**config.mk**
```make
export PLATFORM = sky130hd
export DESIGN_NAME = tws_clamp_top
export DESIGN_NICKNAME = d
export VERILOG_FILES = /design/src/rtl/tws_pkg.sv /design/src/rtl/tws_src_mux.sv /design/src/rtl/tws_bound_reg.sv /design/src/rtl/tws_bound_expand.sv /design/src/rtl/tws_saturate.sv /design/src/rtl/tws_clamp_top.sv
export SDC_FILE = /design/constraint.sdc
export NUM_CORES = 1
export LEC_CHECK = 0
export ABC_CLOCK_PERIOD_IN_PS = 11600
export CAP_MARGIN = 10
export CORE_MARGIN = 8
export CORE_UTILIZATION = 24
export CTS_CLUSTER_DIAMETER = 200
export CTS_CLUSTER_SIZE = 28
export DETAILED_ROUTE_END_ITERATION = 10
export PLACE_DENSITY = 0.54
export SETUP_SLACK_MARGIN = 0.4
export SYNTH_ARGS = -nofsm -noshare
export SYNTH_HDL_FRONTEND = slang
export SYNTH_SLANG_ARGS = --single-unit
```
**constraint.sdc**
```tcl
create_clock -name clk -period 11.6 [get_ports clk]
set_input_delay 2.32 -clock clk [delete_from_list [all_inputs] [get_ports clk]]
set_output_delay 2.32 -clock clk [all_outputs]
set_load 0.01 [all_outputs]
```
**src/rtl/tws_pkg.sv**
```systemverilog
package tws_pkg;
  typedef enum logic [1:0] {
    MODE_FREE = 2'b00,
    MODE_LOOP = 2'b01,
    MODE_HOLD = 2'b10,
    MODE_RSVD = 2'b11
  } tws_mode_e;
endpackage

```
**src/rtl/tws_src_mux.sv**
```systemverilog
module tws_src_mux #(
  parameter int WORD_W = 48
) (
  input  logic [1:0]        mode,
  input  logic [WORD_W-1:0] free_word,
  input  logic [WORD_W-1:0] loop_word,
  input  logic [WORD_W-1:0] hist_word,
  output logic [WORD_W-1:0] sel_word
);
  import tws_pkg::*;

  always_comb begin
    unique case (tws_mode_e'(mode))
      MODE_LOOP: sel_word = loop_word;
      MODE_HOLD: sel_word = hist_word;
      default:   sel_word = free_word;  // free-run and reserved code
    endcase
  end
endmodule

```
**src/rtl/tws_bound_reg.sv**
```systemverilog
module tws_bound_reg #(
  parameter int LIM_W    = 24,
  parameter bit RST_ONES = 1'b0
) (
  input  logic             clk,
  input  logic             rst_n,
  input  logic             wr,
  input  logic [LIM_W-1:0] din,
  output logic [LIM_W-1:0] q
);
  localparam logic [LIM_W-1:0] RST_VAL = RST_ONES ? {LIM_W{1'b1}} : {LIM_W{1'b0}};

  always_ff @(posedge clk) begin
    if (!rst_n)  q <= RST_VAL;
    else if (wr) q <= din;
  end
endmodule

```
**src/rtl/tws_bound_expand.sv**
```systemverilog
module tws_bound_expand #(
  parameter int LIM_W    = 24,
  parameter int WORD_W   = 48,
  parameter bit IS_UPPER = 1'b0
) (
  input  logic [LIM_W-1:0]  lim,
  output logic [WORD_W-1:0] word
);
  localparam int PAD_W = WORD_W - LIM_W;

  generate
    if (IS_UPPER) begin : g_upper
      // all-ones limit reaches true full scale
      always_comb word = (&lim) ? {WORD_W{1'b1}} : {lim, {PAD_W{1'b0}}};
    end else begin : g_lower
      always_comb word = {lim, {PAD_W{1'b0}}};
    end
  endgenerate
endmodule

```
**src/rtl/tws_saturate.sv**
```systemverilog
module tws_saturate #(
  parameter int WORD_W = 48
) (
  input  logic              clk,
  input  logic              rst_n,
  input  logic [WORD_W-1:0] word_in,
  input  logic [WORD_W-1:0] lo_word,
  input  logic [WORD_W-1:0] hi_word,
  output logic [WORD_W-1:0] word_out,
  output logic              clamped
);
  logic [WORD_W-1:0] capped;

  always_comb begin
    capped   = (word_in > hi_word) ? hi_word : word_in;
    word_out = (capped < lo_word) ? lo_word : capped;  // lower applied last wins
    clamped  = (word_out != word_in);
  end

  assert_lo_wins_R6: assert property (@(posedge clk) disable iff (!rst_n)
    (lo_word > hi_word) |-> (word_out == lo_word));

  assert_in_range_R4: assert property (@(posedge clk) disable iff (!rst_n)
    (lo_word <= hi_word) |-> (word_out >= lo_word && word_out <= hi_word));

  assert_pass_inside_R5: assert property (@(posedge clk) disable iff (!rst_n)
    (word_in >= lo_word && word_in <= hi_word) |-> (word_out == word_in && !clamped));
endmodule

```
**src/rtl/tws_clamp_top.sv**
```systemverilog
module tws_clamp_top #(
  parameter int WORD_W = 48,
  parameter int LIM_W  = 24
) (
  input  logic              clk,
  input  logic              rst_n,
  input  logic [1:0]        mode,
  input  logic [WORD_W-1:0] free_word,
  input  logic [WORD_W-1:0] loop_word,
  input  logic [WORD_W-1:0] hist_word,
  input  logic              lim_wr,
  input  logic [LIM_W-1:0]  lim_lo_in,
  input  logic [LIM_W-1:0]  lim_hi_in,
  input  logic              upd_valid,
  output logic              upd_ready,
  output logic [WORD_W-1:0] out_word,
  output logic              clamp_act,
  output logic              out_valid,
  input  logic              out_ready
);
  logic [LIM_W-1:0]  lo_q, hi_q;
  logic [WORD_W-1:0] lo_w, hi_w, sel_w, sat_w;
  logic              sat_c, accept;

  tws_bound_reg #(.LIM_W(LIM_W), .RST_ONES(1'b0)) u_lo_reg (
    .clk(clk), .rst_n(rst_n), .wr(lim_wr), .din(lim_lo_in), .q(lo_q));
  tws_bound_reg #(.LIM_W(LIM_W), .RST_ONES(1'b1)) u_hi_reg (
    .clk(clk), .rst_n(rst_n), .wr(lim_wr), .din(lim_hi_in), .q(hi_q));

  tws_bound_expand #(.LIM_W(LIM_W), .WORD_W(WORD_W), .IS_UPPER(1'b0)) u_lo_exp (
    .lim(lo_q), .word(lo_w));
  tws_bound_expand #(.LIM_W(LIM_W), .WORD_W(WORD_W), .IS_UPPER(1'b1)) u_hi_exp (
    .lim(hi_q), .word(hi_w));

  tws_src_mux #(.WORD_W(WORD_W)) u_mux (
    .mode(mode), .free_word(free_word), .loop_word(loop_word),
    .hist_word(hist_word), .sel_word(sel_w));

  tws_saturate #(.WORD_W(WORD_W)) u_sat (
    .clk(clk), .rst_n(rst_n), .word_in(sel_w), .lo_word(lo_w), .hi_word(hi_w),
    .word_out(sat_w), .clamped(sat_c));

  assign upd_ready = !out_valid || out_ready;
  assign accept    = upd_valid && upd_ready;

  always_ff @(posedge clk) begin
    if (!rst_n) begin
      out_valid <= 1'b0;
      out_word  <= '0;
      clamp_act <= 1'b0;
    end else if (accept) begin
      out_valid <= 1'b1;
      out_word  <= sat_w;
      clamp_act <= sat_c;
    end else if (out_ready) begin
      out_valid <= 1'b0;
    end
  end

  assert_out_hold_R9: assert property (@(posedge clk) disable iff (!rst_n)
    (out_valid && !out_ready) |=> (out_valid && $stable(out_word) && $stable(clamp_act)));

  assert_accept_shows_R9: assert property (@(posedge clk) disable iff (!rst_n)
    (upd_valid && upd_ready) |=> out_valid);

  assert_bound_load_R8: assert property (@(posedge clk) disable iff (!rst_n)
    lim_wr |=> (lo_q == $past(lim_lo_in) && hi_q == $past(lim_hi_in)));
endmodule

```
**Yosys cells after proc, flatten, opt, wreduce, memory -nomap -nowiden**

Cells that the tools add are included.

- Input port bits: 199
- Output and inout bits: 51
- Register bits after elaboration: 98

- Reductions and logical operators: 5
- Equality and inequality tests: 3
- Muxes and demuxes: 6
- Magnitude comparators: 2

Operators by type and width:

| cell | number |
|---|---|
| $mux 48 | 3 |
| $pmux 48 s2 | 1 |
| $gt 48x48->1 | 1 |
| $lt 48x48->1 | 1 |
| $ne 48x48->1 | 1 |
| $reduce_and 24->1 | 1 |
| $eq 2x1->1 const B | 1 |
| $eq 2x2->1 const B | 1 |
| $mux 1 | 2 |
| $reduce_bool 2->1 | 1 |
| $logic_and 1x1->1 | 1 |
| $logic_not 1->1 | 1 |
| $logic_or 1x1->1 | 1 |

**Depth between registers and ports, before layout**

- Word-level depth: 7
- Mapped depth: 34

**Cells and area by module**

A second synthesis with hierarchy kept.

- Cell total of the unflattened synthesis: 1336
- Area, all modules: 10486.3 um2

Modules (own cells, without submodules):

| module | cells each | instances | seq. area each (um2) | area an instance (um2) |
|---|---|---|---|---|
| tws_saturate | 692 | 1 | 0.0 | 4864.7 |
| tws_clamp_top | 218 | 1 | 1001.0 | 1985.7 |
| tws_src_mux | 168 | 1 | 0.0 | 1148.6 |
| tws_bound_reg (u_lo_reg) | 77 | 1 | 480.5 | 929.6 |
| tws_bound_reg (u_hi_reg) | 77 | 1 | 480.5 | 869.6 |
| tws_bound_expand (u_lo_exp) | 49 | 1 | 0.0 | 364.1 |
| tws_bound_expand (u_hi_exp) | 55 | 1 | 0.0 | 324.1 |

**Worst setup path after synthesis**

Ideal clock, no wire load.

- Kind: input port to flip-flop
- Start: input mode[0]
- End: register out_word[34]
- Buffers on the path: 7
- Setup time: 0.115 ns
- Cell stages on the path: 29
- Arrival: 8.814 ns
- Path slack: 2.672 ns
- Cell sequence: inv_1 > ha_1 > clkbuf_1 > buf_2 > clkbuf_1 > buf_2 > buf_1 > o21ai_1 > ha_1 > nand4_1 > or3_1 > nor4_1 > nand3_1 > nor4b_4 > nand3_1 > nand2_4 > buf_6 > mux2_4 > ha_1 > nand4_1 > nor3_1 > nand2_1 > or3_1 > a41o_1 > a21oi_1 > a31oi_4 > buf_6 > o311a_1 > o21a_1

- Longest elaborated chain between the ends: 6
- Elaborated cells on any way between the ends: 7
- Classes of those cells: order compare: 2; eq/ne: 2; mux: 3

Ends and longest elaborated chain:

| element | line | source |
|---|---|---|
| from (decl) | tws_clamp_top.sv:7 | `input logic [1:0] mode,` |
| $eq 2x2->1 / $eq 2x1->1 (equally long branches) | tws_src_mux.sv:13 | `unique case (tws_mode_e'(mode))` |
| $pmux 48 s2 * | tws_src_mux.sv:13 |  |
| $gt 48x48->1 | tws_saturate.sv:15 | `capped = (word_in > hi_word) ? hi_word : word_in;` |
| $mux 48 * | tws_saturate.sv:15 |  |
| $lt 48x48->1 | tws_saturate.sv:16 | `word_out = (capped < lo_word) ? lo_word : capped;` |
| $mux 48 * | tws_saturate.sv:16 |  |
| to (signal assigned) | tws_clamp_top.sv:53 | `out_word <= sat_w;` |
| to (decl) | tws_clamp_top.sv:16 | `output logic [WORD_W-1:0] out_word,` |

Every way passes the cells marked *; elsewhere a longest branch is shown, timed or not.
A chain may end at the register's enable or synchronous reset.

**Worst setup path after layout**

- Start: input mode[0]
- End: register out_word[10]

The elaborated chain is that of the path after synthesis.

==> reports/metrics.csv <==
stage,metric,value,unit
worst_hold_path,class of the worst hold path,reg2reg,
global_routing,largest net degree at the start of global routing,73,
setup_path,WS Path Type,in2reg,
yosys,ranking of synthesized cells by area,"dfxtp_1, ha_1, nand2_1, o211ai_1, xnor2_1",
yosys,Post-synth top cells,"nand2_1, dfxtp_1, inv_1",
clock_tree,clock tree buffer depth,2,
clock_tree,Resize count post-CTS,0,
clock_tree,Clock transition at path regs,0.07,ns
yosys,average cell area after synthesis,7.89,sq um
outcome,status,finished clean,
clock_tree,clk root buf,clkbuf_16,
yosys,Mapped Cells,978,
clock_tree,CTS sink cnt,98,
clock_tree,H-tree Lvls,3,
setup_path,CP max FO,55,
clock_tree,clock latency at the later pin of the worst-skew pair,0.36,ns
layout,# nets final,1450,
route,via count,7953,
route,# DRC,0,
yosys,post-synthesis register bit count,98,
sta,fin crit period,10.50,ns
route,initial drt markers,550,
sta,RSZ-0062 raised after global routing,false,
setup_path,R2R cell count,25,
setup_path,Critical Path Start Type,input port,
yosys,post-synthesis sequential area ratio,25.4,%
yosys,most area-hungry cell type in the Yosys netlist,dfxtp_1,
sta,WHS,0.451,ns
global_routing,initial antenna violation count,0,
sta,clk_skew,0.0174,ns
yosys,syn nets,1239,
clock_tree,TritonCTS Buffers,9,
sta,Tcrit/Tclk final,90.5,%
floorplanning,height of the die,195,microns
setup_path,CP endpoint kind,register,
pwr,maximum vdd drop,0.0709,mV
job,Max Cap Viol,0,
setup_path,"Data arrival, critical path",10.78,ns
setup_path,R2R Path Start,u_hi_reg.q[12],
placement,PortBufs,249,
yosys,Post-Syn Area,7720,sq um
route,Vias/cell,4.98,
yosys,most common cell in the netlist,nand2_1,
global_routing,vias in the first global route,7951,
sta,Setup-failing EPs final,0,
layout,share of cells above drive strength 1,7.71,%
setup_path,worst reg2reg endpoint,out_word[10],
sta,Slew headroom,27.6,%
setup_path,Critical Path Source,mode[0],
pwr,Power per Cell Area,116,nW/um^2
global_routing,Total GRT Usage,16.6,%
yosys,Post-synth EDFFs,0,
layout,Area Overhead vs Synth,40.2,%
clock_tree,total setup buffers inserted after CTS,0,
placement,routability-driven placement congestion ratio,0.859,
yosys,ys async rst share,0,%
pwr,leakage,4.25,nW
clock_tree,hold buffers post-CTS,0,
floorplanning,Core Region,31600,sq um
route,DR pass1 iterations,5,
route,Routed WL per cell,20.7,microns
sta,Peak Freq,95.2,MHz
floorplanning,die width,195,microns
sta,Slew @ Worst Pin,1.09,ns
placement,hpwl dp,27100,microns
layout,Antenna diodes,0,
sta,max-slew violations,0,
route,Total Routed Length,33000,microns
layout,fin area,10800,sq um
sta,setup tns final,0,ns
yosys,ys flop type,dfxtp_1,
route,post-route ant nets,0,
setup_path,end point of the critical path,out_word[10],
yosys,Synth top area share,25.4,%
floorplanning,die area,38200,sq um
floorplanning,Top Ports,250,
placement,Area after DPL,10500,sq um
yosys,Synth warnings,0,
yosys,number of distinct library cells after synthesis,67,
global_routing,first-pass GRT wire length,49100,microns
global_routing,GR Overflow Total,0,
floorplanning,Site Rows,65,
floorplanning,initial core utilization,24.4,%
sta,Final Hold Vio Count,0,
clock_tree,CTS tree,yes,
setup_path,CP required,11.88,ns
setup_path,flop2flop setup slack,4.19,ns
kinds of logic after synthesis:
| group | count (synthesis) | share of synthesized area, % |
|---|---|---|
| xor+xnor | 41 | 4.65 |
| compound gates | 300 | 27.2 |
| simple gates | 298 | 18.1 |
| buf+inv | 134 | 7.76 |
| fa+ha+maj | 62 | 10.1 |
| flops | 98 | 25.4 |
| mux | 45 | 6.81 |
critical path, cell delays in order:
cell and delay [ns]:
clkdlybuf4s50_1 0.48, inv_1 0.05, ha_2 0.66, buf_4 0.52
o21ai_1 0.31, ha_1 0.40, nand4_1 0.10, or3_1 0.44
nor4_1 0.58, nand3_1 0.24, nor4b_4 0.45, o311ai_2 0.22
nand3b_2 0.21, nand2_4 0.27, and2_1 0.28, or2_2 0.28
ha_1 0.28, nand4_1 0.09, nor3_1 0.24, nand2_1 0.10
or3_1 0.41, a41o_1 0.21, a21oi_1 0.32, a31oi_4 0.31
a21oi_4 0.59, o211ai_1 0.18, a21oi_1 0.19
per-layer routing:
| metal | vias up | share of wire [%] | GRT usage (%) |
|---|---|---|---|
| li1 | 3955 | - | - |
| met1 | 3697 | 43 | 20.6 |
| met2 | 249 | 50 | 28.7 |
| met3 | 52 | 5.0 | 3.01 |
| met4 | 0 | 2.3 | 4.88 |
| met5 | - | 0 | 0 |
stage by stage:
step / std cells / power (mW) / setup slack [ns] / util [%]
2_1_floorplan: 978 / 0.715 / 2.67 / -
3_3_place_gp: 1580 / 0.913 / 1.07 / 33.2
3_5_place_dp: 1580 / 0.918 / 0.813 / 33.2
4_1_cts: 1596 / 1.27 / 1.18 / 34.2
5_1_grt: 1596 / 1.34 / 0.456 / 34.2
6_report: 1596 / 1.26 / 1.10 / 34.2
power breakdown:
group | total [mW] | internal [mW] | switching, mW
combinational | 0.522 | 0.238 | 0.284
sequential | 0.388 | 0.367 | 0.0211
clock | 0.345 | 0.194 | 0.151
registers in the layout, indices dropped and copies added, names as in the netlist:
| name | flops |
|---|---|
| u_hi_reg.q | 24 |
| clamp_act | 1 |
| out_word | 48 |
| u_lo_reg.q | 24 |
| out_valid | 1 |
cell type report:
cell class,count,area [sq um]
Timing Repair Buffer,263,2590
Sequential cell,98,1960
Fill cell,3314,20800
Multi-Input combinational cell,746,5160
Clock buffer,9,225
Clock inverter,7,105
Tap cell,402,503
Inverter,71,267
how the worst min path moves through the flow:
stage / from / endpoint / slack [ns] / depth (start not counted)
after detailed placement: out_word[38] / out_word[38] / 0.44 / 2
final: out_word[38] / out_word[38] / 0.45 / 2
after CTS: out_word[38] / out_word[38] / 0.45 / 2
after floorplan: u_lo_reg.q[11] / u_lo_reg.q[11] / 0.46 / 2
after global routing: out_word[5] / out_word[5] / 0.47 / 2
after global placement: out_word[28] / out_word[28] / 0.44 / 2
layout by cell type, fill, tap and decap left out, types with 27 or more instances in the layout:
master and instances:
clkdlybuf4s50_1 248, o21ai_0 36, a22oi_1 39, mux2i_1 27, nand2_1 156, o21ai_1 28, nor2_1 42, a21oi_1 66
xnor2_1 40, o211ai_1 52, dfxtp_1 98, ha_1 61, inv_1 69
Note: power is estimated with default switching activity, not from simulation.
